**config.mk**
```make
export PLATFORM = sky130hd
export DESIGN_NAME = rtc_frac_counter
export DESIGN_NICKNAME = d
export VERILOG_FILES = /design/src/rtl/rtc_frac_counter.sv
export SDC_FILE = /design/constraint.sdc
export NUM_CORES = 1
export LEC_CHECK = 0
export BUFFER_PORTS_ARGS = -buffer_cell sky130_fd_sc_hd__buf_2
export CAP_MARGIN = 20
export CORE_MARGIN = 3
export CORE_UTILIZATION = 60
export DETAILED_ROUTE_END_ITERATION = 6
export PLACE_DENSITY = 0.91
export SLEW_MARGIN = 25
export SYNTH_ARGS = -nofsm -noshare
export SYNTH_HDL_FRONTEND = slang
export SYNTH_SLANG_ARGS = --single-unit
```
**constraint.sdc**
```tcl
create_clock -name clk -period 4.6 [get_ports clk]
set_input_delay 0.23 -clock clk [delete_from_list [all_inputs] [get_ports clk]]
set_output_delay 0.23 -clock clk [all_outputs]
set_load 0.01 [all_outputs]
```
**src/rtl/rtc_frac_counter.sv**
```systemverilog
module rtc_frac_counter #(
  parameter int BUS_W   = 32,
  parameter int FIELD_W = 12,
  parameter int ADDR_W  = 8,
  parameter int NUM_RST = 4,
  parameter int DEN_RST = 25
) (
  input  logic              clk,
  input  logic              rst_n,
  input  logic              wr_en,
  input  logic              rd_en,
  input  logic [ADDR_W-1:0] addr,
  input  logic [BUS_W-1:0]  wdata,
  output logic [BUS_W-1:0]  rdata
);
  localparam int CNT_W = 2 * BUS_W;
  localparam logic [ADDR_W-1:0] OFS_LO  = ADDR_W'(8'h00);
  localparam logic [ADDR_W-1:0] OFS_HI  = ADDR_W'(8'h04);
  localparam logic [ADDR_W-1:0] OFS_NUM = ADDR_W'(8'h10);
  localparam logic [ADDR_W-1:0] OFS_DEN = ADDR_W'(8'h14);

  logic [FIELD_W-1:0] num_q, den_q, acc_q, acc_d;
  logic [CNT_W-1:0]   cnt_q;
  logic [BUS_W-1:0]   hi_q, rmux;

  wire wr_num   = wr_en && (addr == OFS_NUM);
  wire wr_den   = wr_en && (addr == OFS_DEN);
  wire ratio_wr = wr_num || wr_den;

  wire [FIELD_W:0] sum   = {1'b0, acc_q} + {1'b0, num_q};
  wire [FIELD_W:0] rem   = sum - {1'b0, den_q};
  wire             unity = (num_q >= den_q);
  wire             carry = unity || (sum >= {1'b0, den_q});

  always_comb begin
    if (ratio_wr || unity) acc_d = '0;
    else if (carry)        acc_d = rem[FIELD_W-1:0];
    else                   acc_d = sum[FIELD_W-1:0];
  end

  always_comb begin
    case (addr)
      OFS_LO:  rmux = cnt_q[BUS_W-1:0];
      OFS_HI:  rmux = hi_q;
      OFS_NUM: rmux = BUS_W'(num_q);
      OFS_DEN: rmux = BUS_W'(den_q);
      default: rmux = '0;
    endcase
  end

  always_ff @(posedge clk or negedge rst_n) begin
    if (!rst_n) begin
      num_q <= FIELD_W'(NUM_RST);
      den_q <= FIELD_W'(DEN_RST);
      acc_q <= '0;
      cnt_q <= '0;
      hi_q  <= '0;
      rdata <= '0;
    end else begin
      if (wr_num) num_q <= wdata[FIELD_W-1:0];
      if (wr_den) den_q <= wdata[FIELD_W-1:0];
      acc_q <= acc_d;
      if (carry && !ratio_wr) cnt_q <= cnt_q + 1'b1;
      if (rd_en && addr == OFS_LO) hi_q <= cnt_q[CNT_W-1:BUS_W];
      if (rd_en) rdata <= rmux;
    end
  end
endmodule

```
After elaboration in Yosys (flattened, before gate mapping)
Cells that the tools add are included.

Flip-flop bits (word level): 164. Input port bits: 44. Logic and storage cells: 26. Output and inout port bits: 32.

Equality and inequality tests: 3. Add/subtract/negate cells: 3. $lt $le $gt $ge: 2. Mux-type cells: 3. Reduce and logical (&&, ||, !) cells: 9.

Operators with widths (number): 32-bit case mux with 4 select lines (1); 64-bit by 1-bit adder with 64-bit output, second input constant (1); 12-bit two-way mux (2); 8-bit by 5-bit == test with 1-bit output, second input constant (2); 12-bit by 12-bit adder with 13-bit output (1); 13-bit by 12-bit greater-or-equal comparator with 1-bit output (1); 12-bit greater-or-equal comparator (1); 12-bit subtractor (1); 8-bit by 3-bit == test with 1-bit output, second input constant (1); 8-bit logical NOT (1); 1-bit logical AND (4); 1-bit logical OR (3); 1-bit logical NOT (1).

Logic depth before layout (Yosys ltp)
Gate-level depths: netlist of run 1.

Word-level depth: 5. Gate-level depth with buffers: 17. Gate-level depth less buffers: 16.

Worst setup path after synthesis of run 1
No wires, ideal clock.

Path type: register -> register. Start point: reg num_q[0]. End point: reg cnt_q[19]. Stages on the path, launching flop included: 18. Data required time: 4468 ps. Path slack: 693 ps. Path buffers: 1. Period minus slack after synthesis: 3907 ps. Library setup time: 132 ps. Arrival time: 3776 ps. Cell sequence: dfrtp_1 > ha_1 > fa_1 > a211oi_1 > nor2_1 > o21ai_0 > o21ai_1 > xor2_1 > ha_1 > nand4_1 > nor3_1 > a211oi_1 > a31oi_1 > a311o_2 > o211ai_4 > buf_4 > nor3_1 > xor2_1.

Word-level cells in the longest chain between the ends: 4. Elaborated cells on any way between the ends: 5. Those cells by class: 1 x add/sub; 2 x order compare; 2 x reduce/logical.

Ends and longest elaborated chain: from (decl) (RTL line 22) `logic [FIELD_W-1:0] num_q, den_q, acc_q, acc_d;`; from (signal assigned) (RTL line 53) `num_q <= FIELD_W'(NUM_RST);`; from (signal assigned) (RTL line 60) `if (wr_num) num_q <= wdata[FIELD_W-1:0];`; 12-bit by 12-bit adder with 13-bit output (RTL line 30) `wire [FIELD_W:0] sum = {1'b0, acc_q} + {1'b0, num_q};`; 13-bit by 12-bit greater-or-equal comparator with 1-bit output (RTL line 33) `wire carry = unity || (sum >= {1'b0, den_q});`; 1-bit logical OR (*) (RTL line 33); 1-bit logical AND (*) (RTL line 63) `if (carry && !ratio_wr) cnt_q <= cnt_q + 1'b1;`; to (signal assigned) (RTL line 63); to (decl) (RTL line 23) `logic [CNT_W-1:0] cnt_q;`.

Every way passes the cells marked *; elsewhere a longest branch is shown, timed or not. A chain may end at the register's enable or synchronous reset.

Worst setup path in the final report of run 1
Start point: reg num_q[1]. End point: reg cnt_q[1].

The elaborated chain is that of the path after synthesis.

==> results of run 1 <==
[final cells by class]
class	count	share of cell area
Tap cell	180	0.0231
Inverter	71	0.0274
Sequential cell	164	0.422
Timing Repair Buffer	72	0.0461
Clock buffer	20	0.0469
Multi-Input combinational cell	513	0.422
Clock inverter	12	0.0122
[worst max-delay path by stage]
| stage | from | to | slack [ns] |
|---|---|---|---|
| 6_report | num_q[1] | cnt_q[1] | 0.23 |
| 4_1_cts | num_q[0] | cnt_q[28] | 0.03 |
| 3_5_place_dp | num_q[0] | cnt_q[63] | 0.11 |
| 2_1_floorplan | num_q[0] | cnt_q[19] | 0.69 |
| 5_1_grt | num_q[0] | acc_q[6] | 0.02 |
| 3_3_place_gp | num_q[0] | cnt_q[28] | 0.21 |
[repair_timing]
item,in CTS,in global routing
hold endpoints to repair,66,0
gates resized for setup,0,5
hold buffers,1,0
setup endpoints to repair,0,69
buffers inserted,0,4
[critical path: cells and delay by family, from the launching register on]
family / cells / cell delay [ns]
mux: 1 / 0.32
flops: 1 / 0.48
buf+inv: 2 / 0.33
xor+xnor: 1 / 0.16
fa+ha+maj: 2 / 0.68
compound gates: 7 / 1.90
simple gates: 4 / 0.38
[cells in the mapped netlist (all sizes together) (5+ instances only)]
cell type / instances
dfrtp: 160
inv: 71
mux2: 56
xor2: 52
nand2: 46
nor2: 40
ha: 37
nor3: 36
o22ai: 32
nand3: 25
xnor2: 25
a21oi: 23
mux2i: 20
clkbuf: 18
o21ai: 16
mux4: 12
buf: 11
nand4: 9
nor4: 9
a211oi: 8
a21o: 6
or3: 6
and4: 5
nand2b: 5
o21a: 5
[cell families (layout without fill, tap and decap cells)]
family                   after synthesis  in the layout  synth area share
AO/OA/AOI/OAI                        107            107            0.0823
XOR/XNOR                              77             77            0.0784
adder cells (fa/ha/maj)               39             39            0.0585
buffers and inverters                100            175            0.0471
flip-flops                           164            164             0.478
multiplexers                          88             88             0.128
AND/OR/NAND/NOR                      202            202             0.128
[through the flow]
stage,total power (W),cell area (µm²),hold slack [ns],utilization
detailed placement,0.00288,9090,0.259,0.652
global route,0.00460,9730,0.0357,0.698
floorplan,0.00258,8600,-0.0656,-
finish,0.00439,9730,0.0439,0.698
global placement,0.00283,9090,0.266,0.652
CTS,0.00428,9670,0.0336,0.694
[layer usage]
metal  global-route usage  up-vias
li1                     -     2852
met1                0.337     3168
met2                0.417      288
met3               0.0615       77
met4               0.0934        0
met5                    0        -
[sequential cells by signal (all words and copies together) (netlist names)]
name,cells
cnt_q,64
hi_q,32
rdata,32
acc_q,12
den_q,12
num_q,12
[power breakdown]
group / switching (W) / internal [W]
clock network: 0.000602 / 0.000783
logic: 0.000778 / 0.000609
registers: 0.0000835 / 0.00154
total: 0.00146 / 0.00293
==> summary.txt, run 1 <==
=================================================================================
Outcome ............................................................ finished, final reports clean
Aggregate routed wire length .......................................     20100 µm
Hold wc startpoint .................................................     wdata[4]
Via count ..........................................................         6385
Launching point of the worst reg2reg path ..........................     num_q[1]
Worst setup SP type ................................................         flop
Max Root-Sink Buffers ..............................................            2
Reg clk slew, reported paths .......................................      0.06 ns
Wire length of the first global-routing pass .......................     32200 µm
Maxcap violations ..................................................            0
Power per unit of standard cell area ...............................   451 mW/mm²
Portion of synthesized cell area occupied by the leading cell type .        0.465
DRT Pass-1 Iters ...................................................            6
Instance count along the most critical hold path ...................            2
Synthesized netlist net count ......................................          860
Cell with the largest stage delay on the worst path ................      dfrtp_1
Clock tree from TritonCTS ..........................................          yes
RSZ-0062 raised after global routing ...............................           no
# rows .............................................................           43
Detailed-routed wire length on met3 ................................      1400 µm
Cts bufs inserted ..................................................           17
Area of the multi-input gates ......................................  0.00411 mm²
Signal arrival time at the worst endpoint ..........................      4.69 ns
Accumulated negative setup slack ...................................         0 ns
Nets ...............................................................          922
Final critical-path share of the clock period ......................        0.951
Final-report max-slew violation count ..............................            0
Stage delay of the slowest cell on the critical path ...............      0.48 ns
Cell-by-cell listing of the critical path .......................... ha_1, a211oi_1, o21ai_0, a31oi_1, nor2b_1, nor2_1, xnor2_1, ha_1, nand4_1, nor3_1, a211oi_1, a31oi_1, a311o_2, buf_4, o21ai_4, buf_12, mux2_2
Final-layout fill cell count .......................................          887
Antenna violations before repair ...................................            0
Last weighted congestion value of the routability-driven placer ....        0.908
Share of the yosys chip area belonging to registers ................        0.478
Final setup violation count ........................................            0
Leakage power total ................................................      4.78 nW
Class of the tightest hold or removal check ........................ input pin to flop
Drt via density ....................................................         6.19
Sink Count .........................................................          164
FMAX ...............................................................      229 MHz
Async SR Flop Fraction .............................................         1.00
ANT nets after route ...............................................            0
DR DRC count .......................................................            0
Io pins ............................................................           76
Final critical delay including setup and external delays ...........      4.37 ns
Smallest setup slack after layout ..................................     0.228 ns
Reg2Reg Capture Point ..............................................     cnt_q[1]
Leading register cell type out of synthesis ........................      dfrtp_1
Die Span Y .........................................................       126 µm
Final hold violation count .........................................            0
Overflow after GRT .................................................            0
Cells on worst reg2reg path ........................................           17
Global-route usage over all layers .................................        0.256
Commonest non-fill, non-tap cell in the layout .....................      dfrtp_1
Wire length per cell after detailed routing ........................      19.5 µm
Met2 Routed Length .................................................      9760 µm
Top post-synthesis cells by area ................................... dfrtp_1 (47%), mux2_2 (7.3%), ha_1 (5.4%), xor2_1 (5.3%), mux4_2 (3.1%)
Buffers on Ports ...................................................           55
Fraction of layout instances using a drive strength above 1 ........        0.239
Number of enable flip-flop cells after synthesis ...................            0
Warnings from Yosys ................................................            0
Highest layer used for signal routing ..............................         met4
Worst slew margin relative to its limit ............................        0.339
Maximum net fanout on the critical path ............................           10
Measured slew at the worst slew-check pin ..........................     0.988 ns
Data required time of the worst path ...............................      4.92 ns
Mean instance size in the synthesized netlist ......................     11.1 µm²
Pre-CTS setup slack ................................................     0.109 ns
Sort of element at the end of the critical path ....................         flop
Non-Filler Instances ...............................................         1032
Maximum vdd drop ...................................................   0.000281 V
Pin count of the biggest net entering global routing ...............           69
Placed wire-length estimate ........................................     13100 µm
Worst skew pair latency ............................................      0.44 ns
R2R setup slack ....................................................      0.23 ns
Top library cells by usage in the layout, fill and taps aside ...... dfrtp_1 (160), inv_1 (71), mux2_2 (56)
Horizontal die dimension ...........................................       126 µm
Post-route clock skew ..............................................    0.0104 ns
Number of placed cells counting well taps ..........................          995
Vias in the first global route .....................................         6355
Total area of sequential cells .....................................  0.00411 mm²
Top cell type by total area after synthesis ........................      dfrtp_1
Netlist area before placement ......................................  0.00860 mm²
Hold Path End ......................................................     num_q[4]
Ant. Diodes ........................................................            0
Post-synthesis instance total ......................................          777
Full die area ......................................................   0.0158 mm²
Critical path class ................................................ flop to flop
DRC marker count from the first detailed-route iteration ...........          648
Initial standard-cell utilization of the core ......................        0.617
Metal1 wirelength ..................................................      8330 µm
Seq cells post-synth ...............................................          164
Core ar. ...........................................................   0.0139 mm²
Relative area change from synthesis to final layout ................        13.1%
Clock root buffer master ...........................................    clkbuf_16
Synth unique cells .................................................           62
CTS HTree Levels ...................................................            4
=================================================================================
Power figures use the tool's default switching activity.
==> inputs of run 2 (changes only) <==
- PLACE_DENSITY: 0.91 -> 0.88
==> summary.txt, run 2 (synthesized netlist as in run 1, its figures left out) <==
==============================================================================
Outcome ......................................................... finished, final reports clean   unchanged
Post-route clock skew ...........................................    0.0146 ns   was 0.0104 ns
DRT Pass-1 Iters ................................................            6   unchanged
Drt via density .................................................         6.04   was 6.19
Clock tree from TritonCTS .......................................          yes   unchanged
Most flop-heavy register ........................................        cnt_q   unchanged
Antenna violations before repair ................................            1   was 0
Aggregate routed wire length ....................................     19700 µm   was 20100 µm
Global-route usage over all layers ..............................        0.257   was 0.256
Vias in the first global route ..................................         6454   was 6355
# rows ..........................................................           43   unchanged
Final setup violation count .....................................            0   unchanged
Measured slew at the worst slew-check pin .......................     0.881 ns   was 0.988 ns
Cts bufs inserted ...............................................           17   unchanged
Maximum net fanout on the critical path .........................           12   was 10
Worst skew pair latency .........................................      0.45 ns   was 0.44 ns
Net Switching ...................................................    0.00148 W   was 0.00146 W
Fraction of layout instances using a drive strength above 1 .....        0.240   was 0.239
Final-report max-slew violation count ...........................            0   unchanged
CTS HTree Levels ................................................            4   unchanged
Part of the total power dissipated in combinational logic .......        0.313   was 0.316
Die Span Y ......................................................       126 µm   unchanged
RSZ-0062 raised after global routing ............................          yes   was no
Io pins .........................................................           76   unchanged
Overflow after GRT ..............................................            0   unchanged
Top library cells by usage in the layout, fill and taps aside ... dfrtp_1 (160), inv_1 (71), mux2_2 (56)   unchanged
Final critical delay including setup and external delays ........      4.41 ns   was 4.37 ns
Worst slew margin relative to its limit .........................        0.413   was 0.339
Pin count of the biggest net entering global routing ............          102   was 69
Via count .......................................................         6221   was 6385
Wire length of the first global-routing pass ....................     32400 µm   was 32200 µm
Maximum vdd drop ................................................   0.000302 V   was 0.000281 V
Sort of element at the end of the critical path .................         flop   unchanged
Reg clk slew, reported paths ....................................      0.06 ns   about the same
Wire length per cell after detailed routing .....................      19.1 µm   was 19.5 µm
FMAX ............................................................      227 MHz   was 229 MHz
Horizontal die dimension ........................................       126 µm   unchanged
Data required time of the worst path ............................      4.96 ns   was 4.92 ns
Last weighted congestion value of the routability-driven placer .        0.924   was 0.908
Final hold violation count ......................................            0   unchanged
Power per unit of standard cell area ............................   449 mW/mm²   was 451 mW/mm²
Sequential group share of total power ...........................        0.372   was 0.369
Worst setup SP type .............................................         flop   unchanged
P_int ...........................................................    0.00289 W   was 0.00293 W
Ant. Diodes .....................................................            0   unchanged
Switching power as a share of total power .......................        0.338   was 0.333
Class of the tightest hold or removal check ..................... input pin to flop   unchanged
Power share of the clock group ..................................        0.315   about the same
Maxcap violations ...............................................            0   unchanged
Clock root buffer master ........................................    clkbuf_16   unchanged
Accumulated negative setup slack ................................         0 ns   unchanged
DR DRC count ....................................................            0   unchanged
Signal arrival time at the worst endpoint .......................      4.76 ns   was 4.69 ns
Core ar. ........................................................   0.0139 mm²   unchanged
Sink Count ......................................................          164   unchanged
Initial standard-cell utilization of the core ...................        0.617   unchanged
Min Hold Slack ..................................................    0.0282 ns   was 0.0439 ns
Leakage power total .............................................      4.78 nW   about the same
Registers with the most flip-flops .............................. cnt_q x64, hi_q x32, rdata x32   unchanged
DRC marker count from the first detailed-route iteration ........          520   was 648
Critical path class ............................................. flop to flop   unchanged
Final critical-path share of the clock period ...................        0.958   was 0.951
Max FFs per register ............................................           64   unchanged
Relative area change from synthesis to final layout .............        13.0%   was 13.1%
Nets ............................................................          920   was 922
Commonest non-fill, non-tap cell in the layout ..................      dfrtp_1   unchanged
ANT nets after route ............................................            0   unchanged
Max Root-Sink Buffers ...........................................            2   unchanged
Buffers on Ports ................................................           55   unchanged
Placed wire-length estimate .....................................     13300 µm   was 13100 µm
Full die area ...................................................   0.0158 mm²   unchanged
==============================================================================
==> run 2: worst max-delay path: stages, from the launching register on <==
cell,delay [ns]
dfrtp_1,0.42
ha_1,0.27
fa_1,0.46
a211oi_1,0.27
nor2_1,0.13
o21a_1,0.18
nor2_1,0.12
xnor2_1,0.11
ha_1,0.38
o21a_1,0.17
o211ai_1,0.09
o21bai_1,0.23
a31oi_1,0.28
a311o_2,0.31
nor2_2,0.12
buf_12,0.21
or3_1,0.39
a21oi_1,0.17
==> run 2: path summary, 6_finish.rpt <==
kind	from	end	slack (ns)	depth (start not counted)
max	num_q[0]	acc_q[8]	0.19	17
min	wdata[8]	num_q[8]	0.03	2
max reg2reg	num_q[0]	acc_q[8]	0.19	17
min reg2reg	cnt_q[63]	cnt_q[63]	0.47	1
max in group asynchronous	rst_n	den_q[4]	3.07	3
min in group asynchronous	rst_n	cnt_q[23]	0.45	2
==> run 2: power groups by stage <==
stage / sequential [W] / combinational [W] / clock (W)
after global routing: 0.00163 / 0.00149 / 0.00145
after detailed placement: 0.00164 / 0.00126 / 0
after CTS: 0.00162 / 0.00130 / 0.00138
final: 0.00162 / 0.00137 / 0.00138
after floorplan: 0.00161 / 0.000963 / 0
after global placement: 0.00164 / 0.00121 / 0
==> run 2: final cells by class <==
class                           count  area (µm²)
Inverter                           71         267
Sequential cell                   164        4110
Fill cell                         936        4210
Tap cell                          180         225
Multi-Input combinational cell    513        4120
Clock inverter                     13         121
Clock buffer                       19         443
Timing Repair Buffer               70         434
==> run 2: layer usage <==
| metal | GRT usage | vias up | routed length, µm |
|---|---|---|---|
| met3 | 0.0556 | 46 | 1230 |
| met4 | 0.107 | 2 | 552 |
| li1 | - | 2843 | - |
| met5 | 0 | - | 42 |
| met1 | 0.341 | 3081 | 8320 |
| met2 | 0.414 | 249 | 9560 |
==> run 2: repair_timing <==
item | CTS | global route
cloned | 0 | 0
resized for setup | 1 | 6
setup endpoints to repair | 7 | 65
buffers inserted | 0 | 3
pin swaps | 0 | 2
hold buffers | 1 | 0
endpoints found under the hold margin | 99 | 0
==> run 2: through the flow <==
| step | setup slack [ns] | instances | utilization | power, W | instance area [µm²] |
|---|---|---|---|---|---|
| floorplan | 0.693 | 777 | - | 0.00258 | 8600 |
| global placement | 0.214 | 994 | 0.653 | 0.00285 | 9090 |
| detailed placement | 0.0723 | 994 | 0.653 | 0.00291 | 9090 |
| CTS | 0.0891 | 1027 | 0.694 | 0.00430 | 9670 |
| global route | -0.0246 | 1030 | 0.698 | 0.00457 | 9720 |
| finish | 0.192 | 1030 | 0.698 | 0.00437 | 9720 |
==> inputs of run 3 (changes only) <==
--- a/config.mk
+++ b/config.mk
@@ -7,2 +7,3 @@
 export LEC_CHECK = 0
+export ABC_AREA = 1
 export BUFFER_PORTS_ARGS = -buffer_cell sky130_fd_sc_hd__buf_2
@@ -10,5 +11,5 @@
 export CORE_MARGIN = 3
-export CORE_UTILIZATION = 60
+export CORE_UTILIZATION = 45
 export DETAILED_ROUTE_END_ITERATION = 6
-export PLACE_DENSITY = 0.88
+export PLACE_DENSITY = 0.7
 export SLEW_MARGIN = 25
--- a/constraint.sdc
+++ b/constraint.sdc
@@ -3,2 +3,2 @@
 set_output_delay 0.23 -clock clk [all_outputs]
-set_load 0.01 [all_outputs]
+set_load 0.1 [all_outputs]
==> summary.txt, run 3 <==
=================================================================================
Warnings from Yosys ................................................            0   unchanged
DRC marker count from the first detailed-route iteration ...........          822   was 520
Drt via density ....................................................         5.37   was 6.04
Cts bufs inserted ..................................................           17   unchanged
Maxcap violations ..................................................            0   unchanged
Vias in the first global route .....................................         8993   was 6454
Most flop-heavy register ...........................................        cnt_q   unchanged
Final setup violation count ........................................            0   unchanged
Synth top cells by count ........................................... nand2_1 (571), dfrtp_1 (160), nor2_1 (141)   was dfrtp_1 (160), inv_1 (71), mux2_2 (56)
Via count ..........................................................         9647   was 6221
Post-route clock skew ..............................................    0.0172 ns   was 0.0146 ns
P_int ..............................................................    0.00280 W   was 0.00289 W
Full die area ......................................................   0.0248 mm²   was 0.0158 mm²
ANT nets after route ...............................................            0   unchanged
Io pins ............................................................           76   unchanged
Most repeated cell in the gate-level netlist after synthesis .......      nand2_1   was dfrtp_1
Wire length of the first global-routing pass .......................     49000 µm   was 32400 µm
Sink Count .........................................................          164   unchanged
Async SR Flop Fraction .............................................         1.00   unchanged
Cell Area, Placed ..................................................   0.0108 mm²   was 0.00909 mm²
Final cell area excluding filler cells .............................   0.0114 mm²   was 0.00972 mm²
Clock root buffer master ...........................................    clkbuf_16   unchanged
Top cell type by total area after synthesis ........................      dfrtp_1   unchanged
Portion of synthesized cell area occupied by the leading cell type .        0.388   was 0.465
Worst setup SP type ................................................         flop   unchanged
Sequential group share of total power ..............................        0.340   was 0.372
Top post-synthesis cells by area ................................... dfrtp_1 (39%), nand2_1 (21%), xor2_1 (5.4%), nand3_1 (5.2%), nor2_1 (5.1%)   was dfrtp_1 (47%), mux2_2 (7.3%), ha_1 (5.4%), xor2_1 (5.3%), mux4_2 (3.1%)
Max Root-Sink Buffers ..............................................            2   unchanged
Leakage power total ................................................      5.74 nW   was 4.78 nW
Outcome ............................................................ finished, final reports clean   unchanged
Top library cells by usage in the layout, fill and taps aside ...... nand2_1 (571), dfrtp_1 (160), nor2_1 (141)   was dfrtp_1 (160), inv_1 (71), mux2_2 (56)
Post-synthesis instance total ......................................         1462   was 777
CTS HTree Levels ...................................................            4   unchanged
DRT Pass-1 Iters ...................................................            7   was 6
Pre-CTS setup slack ................................................     0.872 ns   was 0.0723 ns
Smallest setup slack after layout ..................................     0.863 ns   was 0.192 ns
Sort of element at the end of the critical path ....................         flop   unchanged
Worst skew pair latency ............................................      0.44 ns   was 0.45 ns
Measured slew at the worst slew-check pin ..........................     0.933 ns   was 0.881 ns
Last weighted congestion value of the routability-driven placer ....        0.992   was 0.924
Number of enable flip-flop cells after synthesis ...................            0   unchanged
Part of the total power dissipated in combinational logic ..........        0.359   was 0.313
Critical path class ................................................ flop to flop   unchanged
Worst slew margin relative to its limit ............................        0.378   was 0.413
# rows .............................................................           54   was 43
Placed wire-length estimate ........................................     23100 µm   was 13300 µm
Clock tree from TritonCTS ..........................................          yes   unchanged
Aggregate routed wire length .......................................     30600 µm   was 19700 µm
Commonest non-fill, non-tap cell in the layout .....................      nand2_1   was dfrtp_1
Reg clk slew, reported paths .......................................      0.07 ns   was 0.06 ns
Total chip power ...................................................    0.00467 W   was 0.00437 W
Horizontal die dimension ...........................................       158 µm   was 126 µm
Fraction of layout instances using a drive strength above 1 ........       0.0818   was 0.240
Net Switching ......................................................    0.00187 W   was 0.00148 W
Synthesized netlist net count ......................................         1545   was 860
Final-layout fill cell count .......................................         2203   was 936
Min Hold Slack .....................................................    0.0187 ns   was 0.0282 ns
Initial standard-cell utilization of the core ......................        0.466   was 0.617
Final hold violation count .........................................            0   unchanged
Synth unique cells .................................................           39   was 62
Signal arrival time at the worst endpoint ..........................      4.10 ns   was 4.76 ns
Switching power as a share of total power ..........................        0.401   was 0.338
Antenna violations before repair ...................................            0   was 1
Share of the yosys chip area belonging to registers ................        0.398   was 0.478
Wire length per cell after detailed routing ........................      17.1 µm   was 19.1 µm
FMAX ...............................................................      268 MHz   was 227 MHz
Accumulated negative setup slack ...................................         0 ns   unchanged
Nets ...............................................................         1585   was 920
Buffers on Ports ...................................................           55   unchanged
Data required time of the worst path ...............................      4.97 ns   was 4.96 ns
Leading register cell type out of synthesis ........................      dfrtp_1   unchanged
Maximum vdd drop ...................................................   0.000251 V   was 0.000302 V
Seq cells post-synth ...............................................          164   unchanged
Class of the tightest hold or removal check ........................ input pin to flop   unchanged
Netlist area before placement ......................................   0.0103 mm²   was 0.00860 mm²
Power share of the clock group .....................................        0.301   was 0.315
Pin count of the biggest net entering global routing ...............           96   was 102
Core ar. ...........................................................   0.0222 mm²   was 0.0139 mm²
Registers with the most flip-flops ................................. cnt_q x64, hi_q x32, rdata x32   unchanged
DR DRC count .......................................................            0   unchanged
Overflow after GRT .................................................            0   unchanged
Final critical-path share of the clock period ......................        0.812   was 0.958
Power per unit of standard cell area ...............................   409 mW/mm²   was 449 mW/mm²
Die Span Y .........................................................       158 µm   was 126 µm
Relative area change from synthesis to final layout ................        10.5%   was 13.0%
Global-route usage over all layers .................................        0.254   was 0.257
Final critical delay including setup and external delays ...........      3.74 ns   was 4.41 ns
Maximum net fanout on the critical path ............................           61   was 12
Ant. Diodes ........................................................            0   unchanged
Max FFs per register ...............................................           64   unchanged
Mean instance size in the synthesized netlist ......................     7.07 µm²   was 11.1 µm²
RSZ-0062 raised after global routing ...............................           no   was yes
Final-report max-slew violation count ..............................            0   unchanged
=================================================================================
## run 3: cell count changes after synthesis, moves of 31 or more
cell / previous run / this run
inv_1: 71 / 128
nand2_1: 46 / 571
mux2_2: 56 / 0
nand3_1: 24 / 108
nor2_1: 39 / 141
o21ai_0: 13 / 70
o22ai_1: 32 / 1
## run 3: critical path: stages (launching register included)
cell,delay (ns)
dfrtp_1,0.44
ha_1,0.29
fa_1,0.48
nand3_1,0.12
nand3_1,0.11
nand2_1,0.09
nand2_1,0.11
xor2_1,0.28
ha_1,0.33
nand2_1,0.10
inv_1,0.04
a21oi_1,0.17
nand3_2,0.13
nand2_2,0.10
nand2_2,0.06
nand2_4,0.09
nand3_4,0.12
nand2_2,0.13
buf_12,0.29
nand2_1,0.09
nand2_1,0.08
## run 3: stage by stage
stage          utilization  cells
6_report             0.515   1795
5_1_grt              0.515   1795
4_1_cts              0.515   1795
3_5_place_dp         0.489   1761
3_3_place_gp         0.489   1761
2_1_floorplan            -   1462
## run 3: kinds of logic (layout without fill, tap and decap cells)
kind of cell / count (synthesis) / count (layout) / synth area share
adders and majority gates: 39 / 39 / 0.0487
and+or+nand+nor: 900 / 900 / 0.362
buffers and inverters: 177 / 230 / 0.0701
xor gates and xnor gates: 68 / 68 / 0.0576
AOI/OAI and AO/OA: 114 / 114 / 0.0643
DFF: 164 / 164 / 0.398
## run 3: power by group through the flow
| stage | logic, W | clock network [W] | registers, W |
|---|---|---|---|
| floorplan | 0.00131 | 0 | 0.00160 |
| global placement | 0.00164 | 0 | 0.00161 |
| detailed placement | 0.00166 | 0 | 0.00162 |
| CTS | 0.00167 | 0.00142 | 0.00159 |
| global route | 0.00190 | 0.00148 | 0.00160 |
| finish | 0.00168 | 0.00141 | 0.00159 |
## run 3: worst paths after layout
kind                          start         to  slack, ns  cells after the start
setup / recovery           num_q[0]  cnt_q[12]       0.86                     20
hold / removal             wdata[3]   num_q[3]       0.02                      3
setup reg to reg           num_q[0]  cnt_q[12]       0.86                     20
hold reg to reg            rdata[2]   rdata[2]       0.48                      2
max in group asynchronous     rst_n   hi_q[22]       3.08                      3
min in group asynchronous     rst_n   rdata[6]       0.46                      2
## run 3: routing by layer
metal / global-route usage / vias to the layer above / part of all wire
met4: 0.0521 / 0 / 0.013
met1: 0.382 / 4552 / 0.48
met5: 0 / - / 0
li1: - / 4740 / -
met3: 0.0558 / 25 / 0.072
met2: 0.377 / 330 / 0.44
## run 3: cell type report
cell class / count / area [µm²] / area share
clock buffers: 18 / 429 / 0.0376
clock inverters: 14 / 138 / 0.0121
inverters: 132 / 495 / 0.0434
multi-input cells: 1121 / 5500 / 0.482
flip-flops and latches: 164 / 4110 / 0.360
well taps: 280 / 350 / 0.0307
repair buffers: 66 / 394 / 0.0345
## run 3: what timing repair did
item	CTS	global route
endpoints found under the hold margin	90	0
hold buffers	2	0
resized for setup	0	0
setup buffers	0	0
